[config.mk]
export PLATFORM = sky130hd
export DESIGN_NAME = hev_notify
export DESIGN_NICKNAME = d
export VERILOG_FILES = /design/src/rtl/hev_pkg.sv /design/src/rtl/hev_pulse_gen.sv /design/src/rtl/hev_event_track.sv /design/src/rtl/hev_wake_level.sv /design/src/rtl/hev_notify.sv
export SDC_FILE = /design/constraint.sdc
export NUM_CORES = 1
export LEC_CHECK = 0
export ABC_CLOCK_PERIOD_IN_PS = 2500
export BUFFER_PORTS_ARGS = -buffer_cell sky130_fd_sc_hd__buf_4
export CAP_MARGIN = 20
export CORE_UTILIZATION = 47
export DETAILED_ROUTE_END_ITERATION = 6
export PLACE_DENSITY = 0.8
export RECOVER_POWER = 50
export REMOVE_ABC_BUFFERS = 1
export SETUP_SLACK_MARGIN = 0.05
export SYNTH_ARGS = -nofsm -noshare
export SYNTH_HDL_FRONTEND = slang
export SYNTH_HIERARCHICAL = 1
export SYNTH_SLANG_ARGS = --single-unit
[constraint.sdc]
create_clock -name clk -period 2.5 [get_ports clk]
set_clock_uncertainty 0.05 [all_clocks]
set_input_delay 0.125 -clock clk [delete_from_list [all_inputs] [get_ports clk]]
set_output_delay 0.125 -clock clk [all_outputs]
set_load 0.05 [all_outputs]
[src/rtl/hev_pkg.sv]
package hev_pkg;

    typedef enum logic [1:0] {
        PG_IDLE = 2'd0,
        PG_LOW  = 2'd1,
        PG_GAP  = 2'd2
    } pg_state_e;

    localparam int CH_SMI = 0;
    localparam int CH_SCI = 1;
    localparam int N_CH   = 2;

endpackage

[src/rtl/hev_pulse_gen.sv]
module hev_pulse_gen
    import hev_pkg::*;
#(
    parameter int PULSE_CYC = 3120,
    parameter int GAP_CYC   = 48
) (
    input  logic clk,
    input  logic rst_n,
    input  logic trig,
    output logic line_n
);
    localparam int MAXC = (PULSE_CYC > GAP_CYC) ? PULSE_CYC : GAP_CYC;
    localparam int CW   = $clog2(MAXC + 1);
    localparam logic [CW-1:0] LOW_LAST = CW'(PULSE_CYC - 1);
    localparam logic [CW-1:0] GAP_LAST = CW'(GAP_CYC - 1);

    typedef struct packed {
        pg_state_e       st;
        logic [CW-1:0]   cnt;
        logic            pend;
        logic            line_n;
    } pg_s;

    pg_s q, d;

    always_comb begin
        d = q;
        unique case (q.st)
            PG_IDLE: begin
                if (trig) begin
                    d.st     = PG_LOW;
                    d.cnt    = '0;
                    d.line_n = 1'b0;
                end
            end
            PG_LOW: begin
                if (trig) d.pend = 1'b1;
                if (q.cnt == LOW_LAST) begin
                    d.st     = PG_GAP;
                    d.cnt    = '0;
                    d.line_n = 1'b1;
                end else begin
                    d.cnt = q.cnt + 1'b1;
                end
            end
            PG_GAP: begin
                if (q.cnt == GAP_LAST) begin
                    d.cnt  = '0;
                    d.pend = 1'b0;
                    if (q.pend || trig) begin
                        d.st     = PG_LOW;
                        d.line_n = 1'b0;
                    end else begin
                        d.st = PG_IDLE;
                    end
                end else begin
                    d.cnt = q.cnt + 1'b1;
                    if (trig) d.pend = 1'b1;
                end
            end
            default: begin
                d.st     = PG_IDLE;
                d.line_n = 1'b1;
            end
        endcase
    end

    always_ff @(posedge clk or negedge rst_n) begin
        if (!rst_n) begin
            q.st     <= PG_IDLE;
            q.cnt    <= '0;
            q.pend   <= 1'b0;
            q.line_n <= 1'b1;
        end else begin
            q <= d;
        end
    end

    assign line_n = q.line_n;

endmodule

[src/rtl/hev_event_track.sv]
module hev_event_track
    import hev_pkg::*;
#(
    parameter int EV_W = 32
) (
    input  logic            clk,
    input  logic            rst_n,
    input  logic            init_done,
    input  logic            update,
    input  logic [EV_W-1:0] smi_events,
    input  logic [EV_W-1:0] sci_events,
    input  logic            sci_req,
    output logic            smi_pend,
    output logic            sci_pend,
    output logic [N_CH-1:0] trig
);
    typedef struct packed {
        logic smi_pend;
        logic sci_pend;
    } flag_s;

    flag_s q, d;
    logic  accept;
    logic  smi_any;
    logic  sci_any;

    always_comb begin
        accept  = update && init_done;
        smi_any = |smi_events;
        sci_any = |sci_events;
        d       = q;
        trig    = '0;
        if (accept) begin
            d.smi_pend = smi_any;
            d.sci_pend = sci_any;
        end
        trig[CH_SMI] = accept && smi_any && !q.smi_pend;
        trig[CH_SCI] = (accept && sci_any) || sci_req;
    end

    always_ff @(posedge clk or negedge rst_n) begin
        if (!rst_n) begin
            q <= '0;
        end else begin
            q <= d;
        end
    end

    assign smi_pend = q.smi_pend;
    assign sci_pend = q.sci_pend;

endmodule

[src/rtl/hev_wake_level.sv]
module hev_wake_level #(
    parameter int EV_W       = 32,
    parameter int PWRBTN_BIT = 2
) (
    input  logic            clk,
    input  logic            rst_n,
    input  logic [EV_W-1:0] wake_events,
    output logic            wake_n
);
    localparam logic [EV_W-1:0] KEEP_MASK = ~(EV_W'(1) << PWRBTN_BIT);

    logic wake_n_d, wake_n_q;

    always_comb begin
        wake_n_d = ~|(wake_events & KEEP_MASK);
    end

    always_ff @(posedge clk or negedge rst_n) begin
        if (!rst_n) begin
            wake_n_q <= 1'b1;
        end else begin
            wake_n_q <= wake_n_d;
        end
    end

    assign wake_n = wake_n_q;

endmodule

[src/rtl/hev_notify.sv]
module hev_notify
    import hev_pkg::*;
#(
    parameter int EV_W       = 32,
    parameter int PWRBTN_BIT = 2,
    parameter int PULSE_CYC  = 3120,
    parameter int GAP_CYC    = 48
) (
    input  logic            clk,
    input  logic            rst_n,
    input  logic            init_done,
    input  logic            update,
    input  logic [EV_W-1:0] smi_events,
    input  logic [EV_W-1:0] sci_events,
    input  logic [EV_W-1:0] wake_events,
    input  logic            sci_req,
    output logic            smi_n,
    output logic            sci_n,
    output logic            wake_n,
    output logic            smi_pend,
    output logic            sci_pend
);
    logic [N_CH-1:0] trig;
    logic [N_CH-1:0] line_n;

    hev_event_track #(.EV_W(EV_W)) u_track (
        .clk        (clk),
        .rst_n      (rst_n),
        .init_done  (init_done),
        .update     (update),
        .smi_events (smi_events),
        .sci_events (sci_events),
        .sci_req    (sci_req),
        .smi_pend   (smi_pend),
        .sci_pend   (sci_pend),
        .trig       (trig)
    );

    for (genvar ch = 0; ch < N_CH; ch++) begin : g_line
        hev_pulse_gen #(
            .PULSE_CYC (PULSE_CYC),
            .GAP_CYC   (GAP_CYC)
        ) u_pulse (
            .clk    (clk),
            .rst_n  (rst_n),
            .trig   (trig[ch]),
            .line_n (line_n[ch])
        );
    end

    hev_wake_level #(
        .EV_W       (EV_W),
        .PWRBTN_BIT (PWRBTN_BIT)
    ) u_wake (
        .clk         (clk),
        .rst_n       (rst_n),
        .wake_events (wake_events),
        .wake_n      (wake_n)
    );

    assign smi_n = line_n[CH_SMI];
    assign sci_n = line_n[CH_SCI];

endmodule

==> results by group, run 1 <==
Status
  • Status: finished with violations
  • Failing checks: capacitance limit, slew limit

Floorplan
  • Die area: 5230 um2
  • DIE WIDTH: 72.3 um
  • Row cnt: 25
  • Ports: 106
  • Total core area: 4720 um2
  • Die Height: 72.3 um
  • Initial Utilization: 49.2%

Route
  • Drt wl/cell: 14.2 um
  • Post-Route WL: 6400 um
  • Via density: 5.55
  • Number of DRC markers in iteration 0: 130
  • DRT Pass-1 Iters: 4
  • Antenna Nets Post-Route: 0
  • Vias: 2497
  • DRC: 0

Layout
  • Share of cells above drive strength 1: 36.3%
  • Layout net count: 493
  • Most frequent cells in the layout: 110 x buf_4, 32 x dfrtp_1, 26 x nand2_1
  • Commonest non-fill, non-tap cell in the layout: buf_4
  • Register Area: 880 um2
  • Layout Cells excl Fill: 450
  • Area taken by multi-input logic gates: 1410 um2
  • Syn-to-layout area delta: 46.8%
  • Fillcell total: 368
  • Ant diodes: 0

STA
  • Fmax: 451 MHz
  • Final setup vio count: 0
  • Max-slew headroom: -20.8%
  • Worst-Margin Slew: 1.81 ns
  • Final Cycle Share: 88.6%
  • Hold Vio Cnt, Final: 0
  • Final setup margin: 0.284 ns
  • Max-slew violation total from the final report: 36
  • Setup_tns: 0 ns
  • Fin crit period: 2.22 ns
  • RSZ-0062 raised after global routing: false

CTS
  • Number of clock sinks: 35
  • CTS tree: built
  • Clk Latency, worst-skew pair: 0.30 ns
  • Clock buffer depth: 2
  • Post_cts resized: 0
  • Htree depth: 2
  • Worst-path clk slew: 0.08 ns
  • Num CTS Buffers: 5
  • Root buf cell: clkbuf_8

Logic synthesis
  • Register bit total from synthesis: 35
  • Post-synth top area share: 34.5%
  • Simple-Gate Fraction of Synth Area: 32.1%
  • Sequential fraction of the synthesis area: 37.9%
  • Syn Area/Cell: 8.97 um2
  • XOR/XNOR Fraction of Synth Area: 1.51%
  • Synth Area in Adders: 5.39%
  • Synth Area in Compound Gates: 19.9%
  • Most used DFF post-synth: dfrtp_1
  • Mapped Cells: 259
  • Ys Warns: 6
  • Largest family of logic cells by synthesized area: simple AND/OR/NAND/NOR gates
  • Dominant cell type by area after synthesis: dfrtp_1
  • Largest cells by area after synthesis: dfrtp_1 34%, nor4_1 5.9%, ha_1 5.4%, o21ai_0 4.7%, nand2_1 4.2%
  • Number of synthesized flops with an enable pin: 0
  • Asr flop ratio synth: 100%
  • Synthesized cell area: 2320 um2
  • Proportion of synthesized area in mux cells: 1.94%
  • Cell variety after synth: 42

Power and ir drop
  • LEAKAGE: 1.47 nW
  • PD cells: 740 nW/um2
  • Overall Power: 0.00252 W
  • Peak VDD IR: 0.000609 V

Global route
  • Total GRT Usage: 26.4%
  • First-pass GRT wire length: 10900 um
  • Antenna violations before repair: 0
  • Vias in the first global route: 2474
  • Largest net degree at the start of global routing: 36
  • GR Overflow Total: 0

Placed design
  • Placed Instances: 436
  • HPWL after DPL: 4910 um
  • Place WS: 0.297 ns
  • # port buffers: 104
  • Gpl congestion: 0.873

Worst setup path
  • Setup Crit Path Kind: reg -> reg
  • Worst R2R Path Depth: 7
  • Worst-path fanout max: 7
  • CP endpoint kind: flop
  • Crit path required time: 2.67 ns
  • Critical path arrival: 2.39 ns
  • Setup crit start kind: flop

Hold path
  • Worst hold stages: 4
  • Hold Crit Class: in -> reg

Job
  • Max-cap violations: 1
[critical path: stages (launching register included)]
cell and delay [ns]:
dfrtp_1 0.39, inv_1 0.08, ha_1 0.22, nor2b_1 0.21
or2_2 0.35, buf_4 0.18, or4_1 0.50, a21oi_1 0.17
[what timing repair did]
action                     in CTS  in global routing
buffers inserted                0                  0
hold endpoints to repair       33                  0
setup endpoints to repair       0                  0
hold buffers                    6                  0
[kinds of logic after synthesis]
logic type,Yosys count
xor gates and xnor gates,4
and+or+nand+nor,130
AOI/OAI and AO/OA,68
DFF,35
muxes,4
buffers and inverters,8
adders and majority gates,10
[stage by stage]
stage               util, %  hold slack (ns)  instance area [um2]
floorplan                 -           -0.221                 2310
global placement       68.6           0.0448                 3240
detailed placement     68.6           0.0537                 3240
CTS                    72.2         0.000847                 3410
global route           72.2           0.0185                 3410
finish                 72.2          0.00567                 3410
[power by group]
part	internal [W]	switching, W
combinational	0.000556	0.000697
clock	0.000297	0.000219
sequential	0.000671	0.0000829
total	0.00152	0.000999
[sequential cells by signal, indices dropped and copies added (netlist names)]
register               cells
u_track/smi_pend           1
g_line.u_pulse/q          30
u_wake/wake_n              1
u_track/sci_pend           1
g_line.u_pulse/line_n      2
[final cells by class]
cell class / count / share of cell area [%]
Clock buffer: 5 / 2.02
Clock inverter: 3 / 1.28
Inverter: 6 / 0.661
Multi-Input combinational cell: 216 / 41.4
Sequential cell: 35 / 25.8
Tap cell: 67 / 2.46
Timing Repair Buffer: 118 / 26.3
[cells in the mapped netlist, types with 3 or more instances]
cell      count
o211ai_1      8
ha_1         10
or2_2         6
o21ai_0      22
nor4b_1       4
dfstp_2       3
a21oi_1      10
nand3_1       8
nor2_1       22
o31ai_1       4
dfrtp_1      32
xnor2_1       4
nand2b_1      7
nand2_1      26
nor4_2        5
inv_1         6
nor4_1       22
nand4_1       8
mux2_1        4
nor3_1        6
[layer usage]
metal	vias to the layer above	global-route usage, %	wire [um]
met5	-	0	0
met4	0	11.5	88
met3	10	3.89	177
met2	39	44.1	3340
met1	1188	34.0	2790
li1	1260	-	-
[worst paths after layout]
path                                                      from                             endpoint  slack, ns
hold / removal                                 wake_events[20]              u_wake/wake_n$_DFF_PN1_      0.006
hold reg to reg                   u_track/sci_pend$_DFFE_PN0P_         u_track/sci_pend$_DFFE_PN0P_       0.45
setup reg to reg           g_line[1].u_pulse/q[14]$_DFFE_PN0P_  g_line[1].u_pulse/q[11]$_DFFE_PN0P_       0.28
setup / recovery           g_line[1].u_pulse/q[14]$_DFFE_PN0P_  g_line[1].u_pulse/q[11]$_DFFE_PN0P_       0.28
min in group asynchronous                                rst_n   g_line[1].u_pulse/q[1]$_DFFE_PN0P_       0.82
max in group asynchronous                                rst_n  g_line[0].u_pulse/q[15]$_DFFE_PN0P_       0.54
No activity file was read; power rests on OpenSTA's default activity.
==> run 2: changes to the inputs <==
Settings changed: CORE_UTILIZATION 47 to 44, PLACE_DENSITY 0.8 to 0.76.
==> results by group, run 2 (synthesized netlist as in run 1, its figures left out) <==
Power and ir drop
  • Overall Power: 0.00238 W (-5.6%)
  • Peak VDD IR: 0.000595 V (-2.4%)
  • LEAKAGE: 1.44 nW (-2.1%)
  • PD cells: 708 nW/um2 (-4.3%)

Global route
  • Largest net degree at the start of global routing: 36 (unchanged)
  • Total GRT Usage: 24.1% (-2.3 points)
  • GR Overflow Total: 0 (unchanged)
  • First-pass GRT wire length: 10300 um (-5.1%)
  • Vias in the first global route: 2369 (-4.2%)
  • Antenna violations before repair: 0 (unchanged)

Floorplan
  • Die area: 5570 um2 (+6.6%)
  • Die Height: 74.7 um (+3.3%)
  • Row cnt: 26 (+4.0%)
  • Initial Utilization: 45.5% (-3.7 points)
  • Ports: 106 (unchanged)
  • Total core area: 5110 um2 (+8.1%)
  • DIE WIDTH: 74.7 um (+3.3%)

STA
  • Worst-Margin Slew: 0.851 ns (-0.961 ns)
  • Fmax: 452 MHz (+0.16%)
  • Setup_tns: 0 ns (unchanged)
  • Hold Vio Cnt, Final: 0 (unchanged)
  • Final setup vio count: 0 (unchanged)
  • Max-slew violation total from the final report: 0 (-100%)
  • RSZ-0062 raised after global routing: false
  • Fin crit period: 2.21 ns (-0.00344 ns)
  • Max-slew headroom: 43.3% (+64 points)
  • Final Cycle Share: 88.5% (-0.14 points)
  • Final setup margin: 0.287 ns (+0.00344 ns)

Placed design
  • Gpl congestion: 0.863 (-1.2%)
  • HPWL after DPL: 4820 um (-1.8%)
  • Placed Instances: 437 (+0.23%)
  • Place WS: 0.329 ns (+0.0323 ns)
  • # port buffers: 104 (unchanged)

CTS
  • Worst-path clk slew: 0.07 ns (about the same)
  • Root buf cell: clkbuf_8
  • Htree depth: 2 (unchanged)
  • CTS tree: built
  • Number of clock sinks: 35 (unchanged)
  • Post_cts resized: 0 (unchanged)
  • Clk Latency, worst-skew pair: 0.29 ns (about the same)
  • Num CTS Buffers: 5 (unchanged)
  • Clock buffer depth: 2 (unchanged)

Layout
  • Syn-to-layout area delta: 44.7%
  • Commonest non-fill, non-tap cell in the layout: buf_4
  • Fillcell total: 446 (+21%)
  • Layout net count: 490 (-0.61%)
  • Largest registers: g_line.u_pulse/q (30), g_line.u_pulse/line_n (2)
  • Most frequent cells in the layout: 108 x buf_4, 32 x dfrtp_1, 26 x nand2_1
  • Top reg by flops: g_line.u_pulse/q
  • Layout Cells excl Fill: 450 (unchanged)
  • Share of cells above drive strength 1: 36.1% (-0.24 points)
  • Ant diodes: 0 (unchanged)
  • Number of flip-flops in the largest register: 30 (unchanged)

Worst setup path
  • Crit path required time: 2.67 ns (about the same)
  • Slowest cell delay on critical path: 0.52 ns (+0.02 ns)
  • Slowest CP cell: or4_1
  • CP endpoint kind: flop
  • Crit path cell chain: nor3_1 > nor2b_1 > or2_2 > or4_1 > a21oi_1
  • Critical Path Sink: g_line[0].u_pulse/q[11]$_DFFE_PN0P_
  • Worst reg2reg path endpoint: g_line[0].u_pulse/q[11]$_DFFE_PN0P_
  • Worst R2R Path Depth: 5 (-2)
  • Critical path arrival: 2.39 ns (about the same)
  • Setup crit start: u_track/smi_pend$_DFFE_PN0P_
  • Worst-path fanout max: 11 (+4)
  • Setup crit start kind: flop
  • FF-to-FF Start: u_track/smi_pend$_DFFE_PN0P_
  • R2R setup slack: 0.29 ns (about the same)
  • Setup Crit Path Kind: reg -> reg

Status
  • Status: finished clean

Route
  • DRC: 0 (unchanged)
  • Post-Route WL: 6200 um (-3.0%)
  • Via density: 5.57 (+0.32%)
  • DRT Pass-1 Iters: 4 (unchanged)
  • Vias: 2505 (+0.32%)
  • Drt wl/cell: 13.8 um (-3.0%)
  • Antenna Nets Post-Route: 0 (unchanged)
  • Number of DRC markers in iteration 0: 101 (-22%)

Job
  • Max-cap violations: 0 (-1)

Hold path
  • Min-delay src: wake_events[7]
  • Hold Crit Class: in -> reg
-- run 2: worst min-delay path by stage --
stage | endpoint | slack [ns] | cells past startpoint
4_1_cts | u_wake/wake_n$_DFF_PN1_ | 0.002 | 4
5_1_grt | u_wake/wake_n$_DFF_PN1_ | 0.01 | 4
2_1_floorplan | g_line[0].u_pulse/q[10]$_DFFE_PN0P_ | -0.22 | 0
3_3_place_gp | g_line[1].u_pulse/q[1]$_DFFE_PN0P_ | 0.05 | 1
3_5_place_dp | g_line[1].u_pulse/q[1]$_DFFE_PN0P_ | 0.05 | 1
6_report | u_wake/wake_n$_DFF_PN1_ | 0.007 | 4
-- run 2: routing by layer --
metal | vias to the layer above | track usage (%) | share of wire, % | wire [um]
li1 | 1252 | - | - | -
met1 | 1172 | 31.0 | 44 | 2750
met2 | 73 | 40.6 | 51 | 3140
met3 | 8 | 6.02 | 4.6 | 284
met4 | 0 | 6.29 | 0.50 | 31
met5 | - | 0 | 0 | 0
-- run 2: cell type report --
type                            count  area, um2  share of cell area [%]
Multi-Input combinational cell    216       1410                    42.0
Sequential cell                    35        880                    26.2
Timing Repair Buffer              115        873                    26.0
Tap cell                           70       87.6                    2.61
Clock buffer                        6       72.6                    2.16
Inverter                            6       22.5                   0.670
Clock inverter                      2       12.5                   0.372
-- run 2: where the power goes --
group	leakage, nW	internal, W	total [W]	switching (W)
sequential	0.455	0.000671	0.000756	0.0000852
clock	0.0412	0.000195	0.000407	0.000212
combinational	0.940	0.000532	0.00122	0.000686
total	1.44	0.00140	0.00238	0.000983
-- run 2: what timing repair did --
item,in CTS,in global routing
setup buffers,0,0
endpoints found under the hold margin,33,0
hold buffers,5,0
endpoints found under the setup margin,0,0
-- run 2: metrics by stage --
stage | hold slack (ns) | cell area [um2] | util (%)
2_1_floorplan | -0.221 | 2310 | -
3_3_place_gp | 0.0494 | 3230 | 63.2
3_5_place_dp | 0.0548 | 3230 | 63.2
4_1_cts | 0.00155 | 3360 | 65.9
5_1_grt | 0.0127 | 3360 | 65.8
6_report | 0.00728 | 3360 | 65.8
-- run 2: worst max-delay path, delay by kind of cell, from the launching register on --
kind | cells | cell delay, ns
compound gates | 1 | 0.14
flops | 1 | 0.40
simple gates | 4 | 1.55
